**config.mk**
```make
export PLATFORM = sky130hd
export DESIGN_NAME = sio_cfg_port
export DESIGN_NICKNAME = d
export VERILOG_FILES = /design/src/rtl/sio_cfg_pkg.sv /design/src/rtl/sio_cfg_ctrl.sv /design/src/rtl/sio_cfg_dpath.sv /design/src/rtl/sio_cfg_port.sv
export SDC_FILE = /design/constraint.sdc
export NUM_CORES = 1
export LEC_CHECK = 0
export ABC_AREA = 1
export BUFFER_PORTS_ARGS = -buffer_cell sky130_fd_sc_hd__buf_2
export CAP_MARGIN = 30
export CORE_UTILIZATION = 46
export CTS_CLUSTER_DIAMETER = 100
export DETAILED_ROUTE_END_ITERATION = 6
export PLACE_DENSITY = 0.67
export SYNTH_ARGS = -nofsm -noshare
export SYNTH_HDL_FRONTEND = slang
export SYNTH_SLANG_ARGS = --single-unit
```
**constraint.sdc**
```tcl
create_clock -name clk -period 3.89 [get_ports clk]
set_clock_uncertainty 0.05 [all_clocks]
set_input_delay 0.778 -clock clk [delete_from_list [all_inputs] [get_ports clk]]
set_output_delay 0.778 -clock clk [all_outputs]
set_load 0.05 [all_outputs]
```
**src/rtl/sio_cfg_pkg.sv**
```systemverilog
package sio_cfg_pkg;

  localparam logic [7:0] IDX_SOFTRST = 8'h02;
  localparam logic [7:0] IDX_LDN     = 8'h07;
  localparam logic [7:0] IDX_CHIPID  = 8'h20;
  localparam logic [7:0] IDX_SWAP    = 8'h2D;
  localparam int         SWAP_BIT    = 5;
  localparam logic [7:0] DEV_SER_A   = 8'h05;
  localparam logic [7:0] DEV_SER_B   = 8'h0B;
  localparam logic [7:0] DEV_MAX     = 8'h0C;
  localparam logic [7:0] DEV_LOW_LIM = 8'h04;
  localparam logic [3:0] IRQ_NIBBLE  = 4'h7;

  typedef struct packed {
    logic cfgMode;   // window unlocked
    logic globWr;    // data write to a global index
    logic devWrReq;  // data write to a device index (before filtering)
    logic softRst;   // soft reset request
  } cfgStrobes_t;

  function automatic logic [7:0] globResetVal(input int i);
    case (i)
      8'h21:   return 8'h15;
      8'h2D:   return 8'h20;
      default: return 8'h00;
    endcase
  endfunction

  function automatic logic isBlockedDev(input logic [7:0] ldn);
    case (ldn)
      8'h01, 8'h02, 8'h06, 8'h08, 8'h09, 8'h0A: return 1'b1;
      default: return (ldn > DEV_MAX);
    endcase
  endfunction

endpackage

```
**src/rtl/sio_cfg_ctrl.sv**
```systemverilog
module sio_cfg_ctrl
  import sio_cfg_pkg::*;
#(
  parameter int         GLOB_DEPTH = 48,
  parameter logic [7:0] KEY_ARM    = 8'h51,
  parameter logic [7:0] KEY_ENTER  = 8'h23,
  parameter logic [7:0] KEY_EXIT   = 8'hBB
) (
  input  logic        clk,
  input  logic        rst_n,
  input  logic        wrEn,
  input  logic        rdEn,
  input  logic        addr,
  input  logic [7:0]  wrData,
  output logic [7:0]  idx,
  output cfgStrobes_t strb
);

  localparam logic [7:0] GLOB_LIMIT = 8'(GLOB_DEPTH);

  typedef enum logic [1:0] {ST_LOCKED, ST_ARMED, ST_OPEN} keyState_t;

  keyState_t state, stateNext;
  logic      idxWr, datWr;

  assign idxWr = wrEn && !addr;
  assign datWr = wrEn && addr;

  always_comb begin
    strb.cfgMode  = (state == ST_OPEN);
    strb.globWr   = strb.cfgMode && datWr && (idx < GLOB_LIMIT);
    strb.devWrReq = strb.cfgMode && datWr && (idx >= GLOB_LIMIT);
    strb.softRst  = strb.globWr && (idx == IDX_SOFTRST) && wrData[0];
  end

  always_comb begin
    stateNext = state;
    case (state)
      ST_LOCKED: if (idxWr && wrData == KEY_ARM) stateNext = ST_ARMED;
      ST_ARMED: begin
        if (idxWr && wrData == KEY_ENTER) stateNext = ST_OPEN;
        else if (wrEn || rdEn)            stateNext = ST_LOCKED;
      end
      ST_OPEN: begin
        if (strb.softRst)                      stateNext = ST_LOCKED;
        else if (idxWr && wrData == KEY_EXIT)  stateNext = ST_LOCKED;
      end
      default: stateNext = ST_LOCKED;
    endcase
  end

  always_ff @(posedge clk or negedge rst_n) begin
    if (!rst_n) begin
      state <= ST_LOCKED;
      idx   <= 8'h00;
    end else begin
      state <= stateNext;
      if (strb.softRst)
        idx <= 8'h00;
      else if (strb.cfgMode && idxWr && wrData != KEY_EXIT)
        idx <= wrData;
    end
  end

endmodule

```
**src/rtl/sio_cfg_dpath.sv**
```systemverilog
module sio_cfg_dpath
  import sio_cfg_pkg::*;
#(
  parameter int         GLOB_DEPTH = 48,
  parameter logic [7:0] CHIP_ID    = 8'h40
) (
  input  logic        clk,
  input  logic        rst_n,
  input  cfgStrobes_t strb,
  input  logic        addr,
  input  logic [7:0]  idx,
  input  logic [7:0]  wrData,
  input  logic [7:0]  devRdData,
  output logic [7:0]  rdData,
  output logic [7:0]  devSel,
  output logic [7:0]  devIdx,
  output logic [7:0]  devWrData,
  output logic        devWrEn,
  output logic        cfgRst
);

  localparam int         GIDX_W     = $clog2(GLOB_DEPTH);
  localparam logic [7:0] GLOB_LIMIT = 8'(GLOB_DEPTH);

  logic [7:0] globRegs [GLOB_DEPTH];
  logic [7:0] ldn;
  logic       swapOn, irqGuard, storeOk;

  assign storeOk = (idx != IDX_SOFTRST) && (idx != IDX_CHIPID);

  always_ff @(posedge clk or negedge rst_n) begin
    if (!rst_n) begin
      for (int i = 0; i < GLOB_DEPTH; i++) globRegs[i] <= globResetVal(i);
    end else if (strb.softRst) begin
      for (int i = 0; i < GLOB_DEPTH; i++) globRegs[i] <= globResetVal(i);
    end else if (strb.globWr && storeOk) begin
      globRegs[idx[GIDX_W-1:0]] <= wrData;
    end
  end

  assign ldn    = globRegs[IDX_LDN[GIDX_W-1:0]];
  assign swapOn = globRegs[IDX_SWAP[GIDX_W-1:0]][SWAP_BIT];

  always_comb begin
    devSel = ldn;
    if (swapOn && ldn == DEV_SER_A)      devSel = DEV_SER_B;
    else if (swapOn && ldn == DEV_SER_B) devSel = DEV_SER_A;
  end

  assign irqGuard  = (ldn < DEV_LOW_LIM) && (idx[7:4] == IRQ_NIBBLE);
  assign devWrEn   = strb.devWrReq && !isBlockedDev(ldn) && !irqGuard;
  assign devIdx    = idx;
  assign devWrData = wrData;
  assign cfgRst    = strb.softRst;

  always_comb begin
    if (!strb.cfgMode)          rdData = 8'hFF;
    else if (!addr)             rdData = idx;
    else if (idx >= GLOB_LIMIT) rdData = devRdData;
    else if (idx == IDX_CHIPID) rdData = CHIP_ID;
    else if (idx == IDX_SOFTRST) rdData = 8'h00;
    else                        rdData = globRegs[idx[GIDX_W-1:0]];
  end

endmodule

```
**src/rtl/sio_cfg_port.sv**
```systemverilog
module sio_cfg_port
  import sio_cfg_pkg::*;
#(
  parameter int         GLOB_DEPTH = 48,
  parameter logic [7:0] CHIP_ID    = 8'h40,
  parameter logic [7:0] KEY_ARM    = 8'h51,
  parameter logic [7:0] KEY_ENTER  = 8'h23,
  parameter logic [7:0] KEY_EXIT   = 8'hBB
) (
  input  logic       clk,
  input  logic       rst_n,
  input  logic       ioWrEn,
  input  logic       ioRdEn,
  input  logic       ioAddr,
  input  logic [7:0] ioWrData,
  output logic [7:0] ioRdData,
  output logic [7:0] devSel,
  output logic [7:0] devIdx,
  output logic       devWrEn,
  output logic [7:0] devWrData,
  input  logic [7:0] devRdData,
  output logic       cfgRst
);

  cfgStrobes_t strb;
  logic [7:0]  idx;
  logic        cfgMode;

  assign cfgMode = strb.cfgMode;

  sio_cfg_ctrl #(
    .GLOB_DEPTH(GLOB_DEPTH), .KEY_ARM(KEY_ARM),
    .KEY_ENTER(KEY_ENTER), .KEY_EXIT(KEY_EXIT)
  ) uCtrl (
    .clk(clk), .rst_n(rst_n), .wrEn(ioWrEn), .rdEn(ioRdEn),
    .addr(ioAddr), .wrData(ioWrData), .idx(idx), .strb(strb)
  );

  sio_cfg_dpath #(.GLOB_DEPTH(GLOB_DEPTH), .CHIP_ID(CHIP_ID)) uDpath (
    .clk(clk), .rst_n(rst_n), .strb(strb), .addr(ioAddr), .idx(idx),
    .wrData(ioWrData), .devRdData(devRdData), .rdData(ioRdData),
    .devSel(devSel), .devIdx(devIdx), .devWrData(devWrData),
    .devWrEn(devWrEn), .cfgRst(cfgRst)
  );

endmodule

```
==> results.sh, run 1 <==
export IMPL_fin_util_pct=52.33
export IMPL_post_route_cells_drive_above_1_share_pct=8.374
export IMPL_routabilityCongestion=0.8844
export IMPL_critPathMaxFanout=29
export IMPL_cts_inserted_buffers=45
export IMPL_startpoint_type="register"
export IMPL_start_util_pct=47.09
export IMPL_drt_wirelength_per_cell_um=19.14
export IMPL_rows=75
export IMPL_synth_most_common_cell="nand2_1"
export IMPL_die_h_um=210.1
export IMPL_vias=18290
export IMPL_wirelength_mm=61.80
export IMPL_min_period_ns=3.787
export IMPL_placed_area_um2=20570
export IMPL_die_area_um2=44160
export IMPL_vias_per_cell=5.664
export IMPL_total_power_mw=8.862
export IMPL_grt_pass1_vias=17230
export IMPL_ios=55
export IMPL_finalMaxSlewViolations=0
export IMPL_track_usage_pct=28.20
export IMPL_crit_chain="clkinv_2 -> bufbuf_16 -> nand2_1 -> nand2_1 -> nand2_1 -> nand2_1 -> nand2_1 -> nand2_1 -> nand2_1 -> nand2_1 -> nor2_1 -> nand2_1 -> nand2_1 -> nand2_1 -> nand2_1 -> nand2_1 -> buf_2"
export IMPL_cpPeakStageDelay_ns=0.57
export IMPL_yosys_top_cells_area="dfrtp_1, nand2_1, o21ai_0, nand3_1, inv_1"
export IMPL_crit_slowest_cell="dfrtp_4"
export IMPL_cts_sinks=394
export IMPL_path_buf_inv=3
export IMPL_cts_htree_levels=2
export IMPL_criticalPathCategory="register to output port"
export IMPL_tightest_slew_ns=0.9627
export IMPL_vdd_ir_drop_max_uv=402.8
export IMPL_final_nets=2639
export IMPL_die_w_um=210.1
export IMPL_syn_area_per_cell_um2=7.475
export IMPL_drt_iter0_markers=1950
export IMPL_cts_hold_buffers=0
export IMPL_yosys_warnings=0
export IMPL_hpwl_mm=38.33
export IMPL_leakagePower_nw=11.17
export IMPL_period_share_pct=97.36
export IMPL_path_delay_family="simple AND/OR/NAND/NOR gates"
export IMPL_r2r_end="uDpath.globRegs[90]$_DFFE_PN0P_"
export IMPL_antenna_found_initial=0
export IMPL_path_clk_slew_ns=0.06
export IMPL_port_buffers=54
export IMPL_first_pass_iters=6
export IMPL_synth_top_cell_area_share_pct=48.97
export IMPL_endpoint_kind="output port"
export IMPL_synth_top_area_cell="dfrtp_1"
export IMPL_fin_area_um2=22150
export IMPL_nFillCells=4067
export IMPL_place_inst=3143
export IMPL_ys_async_sr_fraction_pct=100.0
export IMPL_ys_flop_type="dfrtp_1"
export IMPL_rr_worst_depth=12
export IMPL_synth_seq_area_share_pct=49.50
export IMPL_synth_edff_count=0
export IMPL_worstPathRequired_ns=3.06
export IMPL_final_hold_viol_count=0
export IMPL_grt_ovfl_total=0
export IMPL_rsz0062_at_grt="yes"
export IMPL_clock_path_buffers=3
export IMPL_n_antenna_cell=0
export IMPL_synthCells=2666
export IMPL_outcome="finished, final reports clean"
export IMPL_synth_cell_type_count=39
export IMPL_synthesis_area_um2=19930
export IMPL_syn_to_final_growth_pct=11.14
export IMPL_drc=0
export IMPL_synthTopCellsByCount="nand2_1, dfrtp_1, o21ai_0"
export IMPL_grt_pass1_wl_mm=97.77
export IMPL_critPathArrivalTime_ns=2.96
export IMPL_core_um2=42320
export IMPL_setup_viol=0
export IMPL_clock_fmax_mhz=264.0
export IMPL_finalNonFillerCells=3228
export IMPL_powerDensity_nw_per_um2=400.1
export IMPL_cap_violations=0
export IMPL_tritoncts="done"
export IMPL_clk_latency_ns=0.58
export IMPL_yosys_register_bits=394
export IMPL_crit_top_cell="nand2_1"
export IMPL_grt_max_degree=137
export IMPL_timing_rr_start="uCtrl.idx[3]$_DFFE_PN0P_"
export IMPL_relSlewSlack_pct=35.82
export IMPL_regToRegSetupSlack_ns=0.46
export IMPL_ant_nets=0
export IMPL_synth_nets=2687
export IMPL_worstHoldPathType="primary input to async pin"
export IMPL_cts_root_buf="clkbuf_16"
export IMPL_setup_tns_ns=0
==> logic make-up (layout without fill, tap and decap cells) <==
kind of cell,Yosys count,count (layout),share of synthesized area (%)
buffers and inverters,383,368,8.068
AOI/OAI and AO/OA,522,522,14.65
DFF,394,394,49.50
and+or+nand+nor,1367,1367,27.78
==> flip-flops by register name (all words and copies together), names as in the netlist <==
name             flops
uCtrl.state          2
uDpath.globRegs    376
uDpath.ldn           8
uCtrl.idx            8
==> worst max-delay path by stage <==
stage / start / endpoint / slack, ns / cells after the start
CTS: uCtrl.idx[0]$_DFFE_PN0P_ / ioRdData[3] / 0.008 / 17
global route: uCtrl.idx[0]$_DFFE_PN0P_ / ioRdData[6] / -0.03 / 17
floorplan: ioAddr / devWrEn / 0.46 / 5
finish: uCtrl.idx[0]$_DFFE_PN0P_ / ioRdData[5] / 0.10 / 17
global placement: uCtrl.idx[0]$_DFFE_PN0P_ / ioRdData[4] / 0.57 / 16
detailed placement: uCtrl.idx[0]$_DFFE_PN0P_ / ioRdData[4] / 0.51 / 16
==> timing repair <==
item                                    CTS  global route
resized for setup                         4            12
buffers inserted                          0             4
cloned                                    1             0
endpoints found under the setup margin    4             8
==> metal layers <==
metal  track usage, %  wire length (um)  part of all wire, %
met4            10.87              2067                  3.3
met2            42.65             27690                   45
met3            5.408              5145                  8.3
met5                0                 0                    0
met1            40.03             26890                   44
==> stage by stage <==
stage / hold slack (ns) / setup WS [ns]
6_report: 0.2585 / 0.1027
5_1_grt: 0.3277 / -0.02949
4_1_cts: 0.3027 / 0.008309
3_5_place_dp: 0.4033 / 0.5141
3_3_place_gp: 0.4010 / 0.5723
2_1_floorplan: 0.3865 / 0.4585
==> final cells by class <==
class,instances,area (um^2),area share [%]
inverter,186,701.9,3.169
clock buffer,76,1405,6.344
clock inverter,4,55.05,0.2486
multi-input combinational,1889,8473,38.26
timing repair buffer,102,918.4,4.146
tap,577,721.9,3.260
sequential,394,9873,44.58
==> cells in the final DEF, fill, tap and decap left out, types with 3 or more instances in the layout <==
| cell type | n |
|---|---|
| nor3_1 | 5 |
| buf_4 | 24 |
| buf_12 | 16 |
| buf_6 | 4 |
| nand3_1 | 233 |
| inv_2 | 8 |
| inv_1 | 175 |
| nand2_1 | 1014 |
| o31ai_1 | 28 |
| clkbuf_4 | 5 |
| clkbuf_8 | 12 |
| nor2_1 | 78 |
| clkbuf_16 | 47 |
| o21ai_1 | 30 |
| nand2_2 | 20 |
| dfstp_2 | 4 |
| a21oi_4 | 5 |
| a21oi_2 | 3 |
| dfrtp_1 | 387 |
| buf_2 | 48 |
| o211ai_1 | 9 |
| o22ai_1 | 92 |
| a21oi_1 | 14 |
| nor2_2 | 4 |
| nand4_1 | 5 |
| clkbuf_1 | 17 |
| nor4_1 | 3 |
| o21ai_0 | 334 |
==> report_power, final <==
| part | leakage, nW | total (mW) | internal (mW) | switching, mW |
|---|---|---|---|---|
| Combinational | 5.46 | 0.510 | 0.115 | 0.395 |
| Sequential | 4.99 | 4.12 | 4.11 | 0.0137 |
| Clock | 0.714 | 4.23 | 2.51 | 1.72 |
| Total | 11.2 | 8.86 | 6.74 | 2.13 |
Note: power is estimated with default switching activity, not from simulation.
==> run 2, diff against run 1 <==
--- a/config.mk
+++ b/config.mk
@@ -14,4 +14,5 @@
 export PLACE_DENSITY = 0.67
 export SYNTH_ARGS = -nofsm -noshare
 export SYNTH_HDL_FRONTEND = slang
+export SYNTH_HIERARCHICAL = 1
 export SYNTH_SLANG_ARGS = --single-unit
==> run 2 against run 1 <==
Via count increased by 0.34%. Register-to-register slack improved by 0.14 ns. Critical path type unchanged. Total power is 2.7% lower. Global-route usage fell by 1.5 points. Largest power group is now sequential cells. Non-clock buffer count up 16. First-iteration DRC count is 3.6% lower. Core utilization down 0.48 points. Setup slack lost 0.018 ns. Flip-flop and latch count stayed put. Routed wire length decreased by 3.7%. Sequential power is essentially flat. Critical path depth fell by 4.
==> results.sh, run 2 <==
export IMPL_synth_edff_count=0
export IMPL_top_register="uDpath/globRegs"
export IMPL_start_util_pct=46.56
export IMPL_port_buffers=54
export IMPL_drt_wirelength_per_cell_um=18.74
export IMPL_relSlewSlack_pct=48.65
export IMPL_final_nets=2583
export IMPL_ios=55
export IMPL_synth_nets=2647
export IMPL_routabilityCongestion=0.8601
export IMPL_grt_ovfl_total=0
export IMPL_track_usage_pct=26.72
export IMPL_n_antenna_cell=0
export IMPL_regToRegSetupSlack_ns=0.60
export IMPL_wirelength_mm=59.51
export IMPL_critPathMaxFanout=16
export IMPL_ys_flop_type="dfrtp_1"
export IMPL_synth_seq_area_share_pct=49.29
export IMPL_worstPathRequired_ns=3.06
export IMPL_tightest_slew_ns=0.7679
export IMPL_rsz0062_at_grt="no"
export IMPL_setup_viol=0
export IMPL_path_buf_inv=4
export IMPL_yosys_register_bits=394
export IMPL_rows=76
export IMPL_cts_sinks=394
export IMPL_synth_cell_type_count=36
export IMPL_worst_slack_ns=0.08444
export IMPL_synth_top_cell_area_share_pct=48.77
export IMPL_synthTopCellsByCount="nand2_1, dfrtp_1, o21ai_0"
export IMPL_yosys_warnings=6
export IMPL_grt_max_degree=131
export IMPL_largest_reg_flops=376
export IMPL_worstHoldPathType="primary input to async pin"
export IMPL_clock_path_buffers=3
export IMPL_cpPeakStageDelay_ns=0.52
export IMPL_synthesis_area_um2=20010
export IMPL_clock_fmax_mhz=262.8
export IMPL_crit_slowest_cell="dfrtp_1"
export IMPL_grtUsageMet3_pct=3.114
export IMPL_worstSetupPathDepth=13
export IMPL_met1_usage_pct=37.77
export IMPL_final_cell_mix="nand2_1, dfrtp_1, o21ai_0"
export IMPL_crit_chain="buf_4 -> inv_1 -> nor2_1 -> buf_4 -> nand2_1 -> nand2_1 -> nor2_1 -> nand2_1 -> nand2_1 -> nand2_1 -> nand2_1 -> nand2_1 -> clkbuf_4"
export IMPL_clk_latency_ns=0.55
export IMPL_synth_most_common_cell="nand2_1"
export IMPL_drt_iter0_markers=1880
export IMPL_crit_top_cell="nand2_1"
export IMPL_synth_top_area_cell="dfrtp_1"
export IMPL_ys_async_sr_fraction_pct=100.0
export IMPL_post_route_cells_drive_above_1_share_pct=9.494
export IMPL_syn_area_per_cell_um2=7.621
export IMPL_first_pass_iters=5
export IMPL_setup_tns_ns=0
export IMPL_cts_htree_levels=2
export IMPL_final_hold_viol_count=0
export IMPL_hpwl_mm=35.43
export IMPL_leakagePower_nw=11.24
export IMPL_vias=18350
export IMPL_finalMaxSlewViolations=0
export IMPL_critPathArrivalTime_ns=2.98
export IMPL_vdd_ir_drop_max_uv=274.2
export IMPL_path_clk_slew_ns=0.06
export IMPL_cts_inserted_buffers=43
export IMPL_powerDensity_nw_per_um2=387.1
export IMPL_endpoint_kind="output port"
export IMPL_tritoncts="done"
export IMPL_total_power_mw=8.627
export IMPL_syn_to_final_growth_pct=11.37
export IMPL_yosys_top_cells_area="dfrtp_1, nand2_1, o21ai_0, nand3_1, o22ai_1"
export IMPL_outcome="finished, final reports clean"
export IMPL_antenna_found_initial=0
export IMPL_die_h_um=210.6
export IMPL_top_usage_layer="met2"
export IMPL_cts_root_buf="clkbuf_16"
export IMPL_drc=0
export IMPL_vias_per_cell=5.777
export IMPL_die_w_um=210.6
export IMPL_die_area_um2=44340
export IMPL_min_period_ns=3.806
export IMPL_criticalPathCategory="register to output port"
export IMPL_rr_worst_depth=10
export IMPL_pre_cts_slack_ns=0.5170
export IMPL_period_share_pct=97.83
export IMPL_ant_nets=0
export IMPL_grt_pass1_vias=17380
export IMPL_path_delay_family="simple AND/OR/NAND/NOR gates"
export IMPL_startpoint_type="register"
export IMPL_synthCells=2626
export IMPL_final_common_cell="nand2_1"
export IMPL_cap_violations=0
export IMPL_core_um2=42980
export IMPL_grt_pass1_wl_mm=95.03
export IMPL_grt_met2_usage_pct=42.84
## run 2: changes by cell type after synthesis, moves of 8 or more
| cell | delta |
|---|---|
| buf_1 | +16 |
| buf_4 | +8 |
| inv_1 | -41 |
| nand2_1 | -106 |
| nand2_2 | -10 |
| nand3_1 | +94 |
| nand4_1 | +28 |
| nor2_1 | -39 |
| o21ai_0 | +38 |
| o21ai_1 | -8 |
| o31ai_1 | -28 |
## run 2: cells by family (layout without fill, tap and decap cells)
kind of cell / after synthesis / in the layout / share of synthesized area, %
and+or+nand+nor: 1357 / 1357 / 29.43
DFF: 394 / 394 / 49.29
AOI/OAI and AO/OA: 505 / 505 / 13.32
buffers and inverters: 370 / 335 / 7.953
## run 2: path summary, 6_finish.rpt
kind                                             startpoint                               end
min in group clk           uDpath/globRegs[116]$_DFFE_PN1P_  uDpath/globRegs[116]$_DFFE_PN1P_
min reg2reg                uDpath/globRegs[116]$_DFFE_PN1P_  uDpath/globRegs[116]$_DFFE_PN1P_
max in group asynchronous                             rst_n  uDpath/globRegs[116]$_DFFE_PN1P_
max reg2reg                        uCtrl/idx[2]$_DFFE_PN0P_  uDpath/globRegs[296]$_DFFE_PN0P_
max                                uCtrl/idx[3]$_DFFE_PN0P_                       ioRdData[1]
min                                                   rst_n  uDpath/globRegs[313]$_DFFE_PN0P_
## run 2: final cells by class
cell class	count	area (um^2)
clock buffer	66	1325
inverter	143	551.8
sequential	394	9873
multi-input combinational	1862	8600
tap	585	732.0
fill	4175	20690
timing repair buffer	118	1136
clock inverter	8	70.07
## run 2: repair_timing
| action | 4_1_cts | 5_1_grt |
|---|---|---|
| endpoints found under the setup margin | 2 | 8 |
| gates resized for setup | 2 | 25 |
| pin swaps | 0 | 1 |
| buffers inserted | 0 | 3 |
| cloned | 0 | 3 |
| hold buffers | 0 | 0 |
## run 2: per-stage QoR
step	hold slack, ns	util, %	std cells	instance area [um^2]
3_3_place_gp	0.4312	48.17	3096	20700
6_report	0.1746	51.85	3176	22290
4_1_cts	0.1899	51.43	3170	22100
5_1_grt	0.2385	51.85	3176	22290
3_5_place_dp	0.4285	48.17	3096	20700
2_1_floorplan	0.4141	-	2626	20010
## run 2: routing by layer
| layer | up-vias | wire [um] |
|---|---|---|
| met1 | 8925 | 25630 |
| met4 | 0 | 1853 |
| met3 | 146 | 4276 |
| li1 | 8506 | - |
| met5 | - | 0 |
| met2 | 770 | 27750 |
## run 2: where the power goes
part / total (mW) / internal [mW] / leakage [nW] / switching, mW
sequential: 4.12 / 4.11 / 5.03 / 0.0135
combinational: 0.453 / 0.0993 / 5.52 / 0.354
clock: 4.05 / 2.40 / 0.685 / 1.66
total: 8.63 / 6.61 / 11.2 / 2.02
==> run 3, diff against run 2 <==
==> constraint.sdc (replaced) <==
create_clock -name clk -period 4.8 [get_ports clk]
set_clock_uncertainty 0.05 [all_clocks]
set_input_delay 0.96 -clock clk [delete_from_list [all_inputs] [get_ports clk]]
set_output_delay 0.96 -clock clk [all_outputs]
set_load 0.05 [all_outputs]
==> run 3 against run 2 <==
Global-route usage is 0.27 points lower. Critical path depth increased by 2. Critical endpoint is now ioRdData[5]. Core utilization is 0.83 points lower. Setup slack gained 0.43 ns.
==> results.sh, run 3 (synthesized netlist as in run 2, its figures left out) <==
export IMPL_startpoint_type="register"
export IMPL_core_um2=42980
export IMPL_drt_iter0_markers=2036
export IMPL_die_w_um=210.6
export IMPL_syn_to_final_growth_pct=9.597
export IMPL_post_route_cells_drive_above_1_share_pct=8.528
export IMPL_finalMaxSlewViolations=0
export IMPL_path_clk_slew_ns=0.06
export IMPL_largest_reg_flops=376
export IMPL_placed_area_um2=20480
export IMPL_top_register="uDpath/globRegs"
export IMPL_final_common_cell="nand2_1"
export IMPL_top_usage_layer="met2"
export IMPL_die_area_um2=44340
export IMPL_nFillCells=4193
export IMPL_powerDensity_nw_per_um2=324.1
export IMPL_cts_root_buf="clkbuf_16"
export IMPL_r2r_end="uDpath/globRegs[193]$_DFFE_PN0P_"
export IMPL_vias_per_cell=5.748
export IMPL_worstSetupEndpoint="ioRdData[5]"
export IMPL_fin_area_um2=21930
export IMPL_critPathMaxFanout=77
export IMPL_grt_met2_usage_pct=42.90
export IMPL_grtUsageMet3_pct=3.799
export IMPL_die_h_um=210.6
export IMPL_endpoint_kind="output port"
export IMPL_cap_violations=0
export IMPL_cts_sinks=394
export IMPL_grt_pass1_wl_mm=94.34
export IMPL_final_hold_viol_count=0
export IMPL_tightest_slew_ns=0.9807
export IMPL_hpwl_mm=34.55
export IMPL_cts_hold_buffers=0
export IMPL_clock_fmax_mhz=233.3
export IMPL_tritoncts="done"
export IMPL_drt_wirelength_per_cell_um=18.52
export IMPL_met1_usage_pct=37.09
export IMPL_grt_max_degree=123
export IMPL_timing_rr_start="uCtrl/idx[0]$_DFFE_PN0P_"
export IMPL_setup_tns_ns=0
export IMPL_leakagePower_nw=11.07
export IMPL_setup_viol=0
export IMPL_start_util_pct=46.56
export IMPL_port_buffers=54
export IMPL_first_pass_iters=5
export IMPL_clk_latency_ns=0.55
export IMPL_ant_nets=0
export IMPL_clock_path_buffers=3
export IMPL_criticalPathCategory="register to output port"
export IMPL_grt_pass1_vias=17310
export IMPL_min_period_ns=4.287
export IMPL_cts_inserted_buffers=42
export IMPL_rows=76
export IMPL_routabilityCongestion=0.8740
export IMPL_crit_start="uCtrl/idx[0]$_DFFE_PN0P_"
export IMPL_vias=18120
export IMPL_post_cts_resized=0
export IMPL_wirelength_mm=58.38
export IMPL_post_cts_buffers=0
export IMPL_rsz0062_at_grt="no"
export IMPL_final_cell_mix="nand2_1, dfrtp_1, o21ai_0"
export IMPL_antenna_found_initial=0
export IMPL_critPathArrivalTime_ns=3.28
export IMPL_period_share_pct=89.30
export IMPL_worstHoldPathType="primary input to async pin"
export IMPL_grt_ovfl_total=0
export IMPL_final_nets=2560
export IMPL_cts_htree_levels=2
export IMPL_rr_worst_depth=9
export IMPL_outcome="finished, final reports clean"
export IMPL_worstPathRequired_ns=3.79
export IMPL_regToRegSetupSlack_ns=1.59
export IMPL_drc=0
export IMPL_relSlewSlack_pct=34.12
export IMPL_n_antenna_cell=0
export IMPL_track_usage_pct=26.44
export IMPL_vdd_ir_drop_max_uv=254.6
export IMPL_ios=55
[run 3: metrics by stage]
stage / std cells / setup WS, ns / power (mW) / hold WS [ns] / util (%)
finish: 3153 / 0.5134 / 7.108 / 0.3463 / 51.03
global route: 3153 / 0.2816 / 7.327 / 0.4054 / 51.03
CTS: 3153 / 0.5764 / 7.161 / 0.3918 / 51.03
detailed placement: 3080 / 1.169 / 3.739 / 0.4342 / 47.65
global placement: 3080 / 1.140 / 3.734 / 0.4304 / 47.65
floorplan: 2626 / 0.1192 / 3.563 / 0.4141 / -
[run 3: how the worst min path moves through the flow]
| stage | startpoint | slack, ns | depth (start not counted) | end |
|---|---|---|---|---|
| after floorplan | uDpath/globRegs[112]$_DFFE_PN1P_ | 0.41 | 2 | uDpath/globRegs[112]$_DFFE_PN1P_ |
| after global placement | uDpath/globRegs[112]$_DFFE_PN1P_ | 0.43 | 2 | uDpath/globRegs[112]$_DFFE_PN1P_ |
| after detailed placement | uDpath/globRegs[114]$_DFFE_PN1P_ | 0.43 | 2 | uDpath/globRegs[114]$_DFFE_PN1P_ |
| after CTS | rst_n | 0.39 | 1 | uDpath/globRegs[131]$_DFFE_PN0P_ |
| after global routing | rst_n | 0.41 | 1 | uDpath/globRegs[314]$_DFFE_PN0P_ |
| final | rst_n | 0.35 | 1 | uDpath/globRegs[314]$_DFFE_PN0P_ |
[run 3: power breakdown]
| group | internal (mW) | switching, mW | total [mW] |
|---|---|---|---|
| Combinational | 0.0611 | 0.277 | 0.339 |
| Sequential | 3.33 | 0.0100 | 3.34 |
| Clock | 2.08 | 1.35 | 3.43 |
| Total | 5.47 | 1.63 | 7.11 |
[run 3: area by class of cell]
class                   instances  area [um^2]  area share, %
flip-flops and latches        394         9871          45.01
repair buffers                 96        745.7          3.400
clock buffers                  65         1311          5.979
clock inverters                 8        140.1         0.6389
multi-input cells            1862         8586          39.15
inverters                     143        546.8          2.493
well taps                     585        732.0          3.337
[run 3: metal layers]
metal	share of wire (%)	wire [um]	up-vias
met4	2.1	1241	0
li1	-	-	8447
met5	0	0	-
met2	47	27330	708
met1	44	25680	8863
met3	7.1	4137	104
[run 3: worst max-delay path, cell delays in order, from the launching register on]
cell and delay, ns:
dfrtp_4 0.47, buf_4 0.63, o21ai_0 0.21, nand2_1 0.10
nand2_1 0.06, nand2_1 0.05, nand2_1 0.05, nand2_1 0.09
nand2_1 0.10, nor2_1 0.28, nand2_1 0.13, nand2_1 0.10
nand2_1 0.05, nand2_1 0.05, nand2_1 0.05, buf_2 0.22
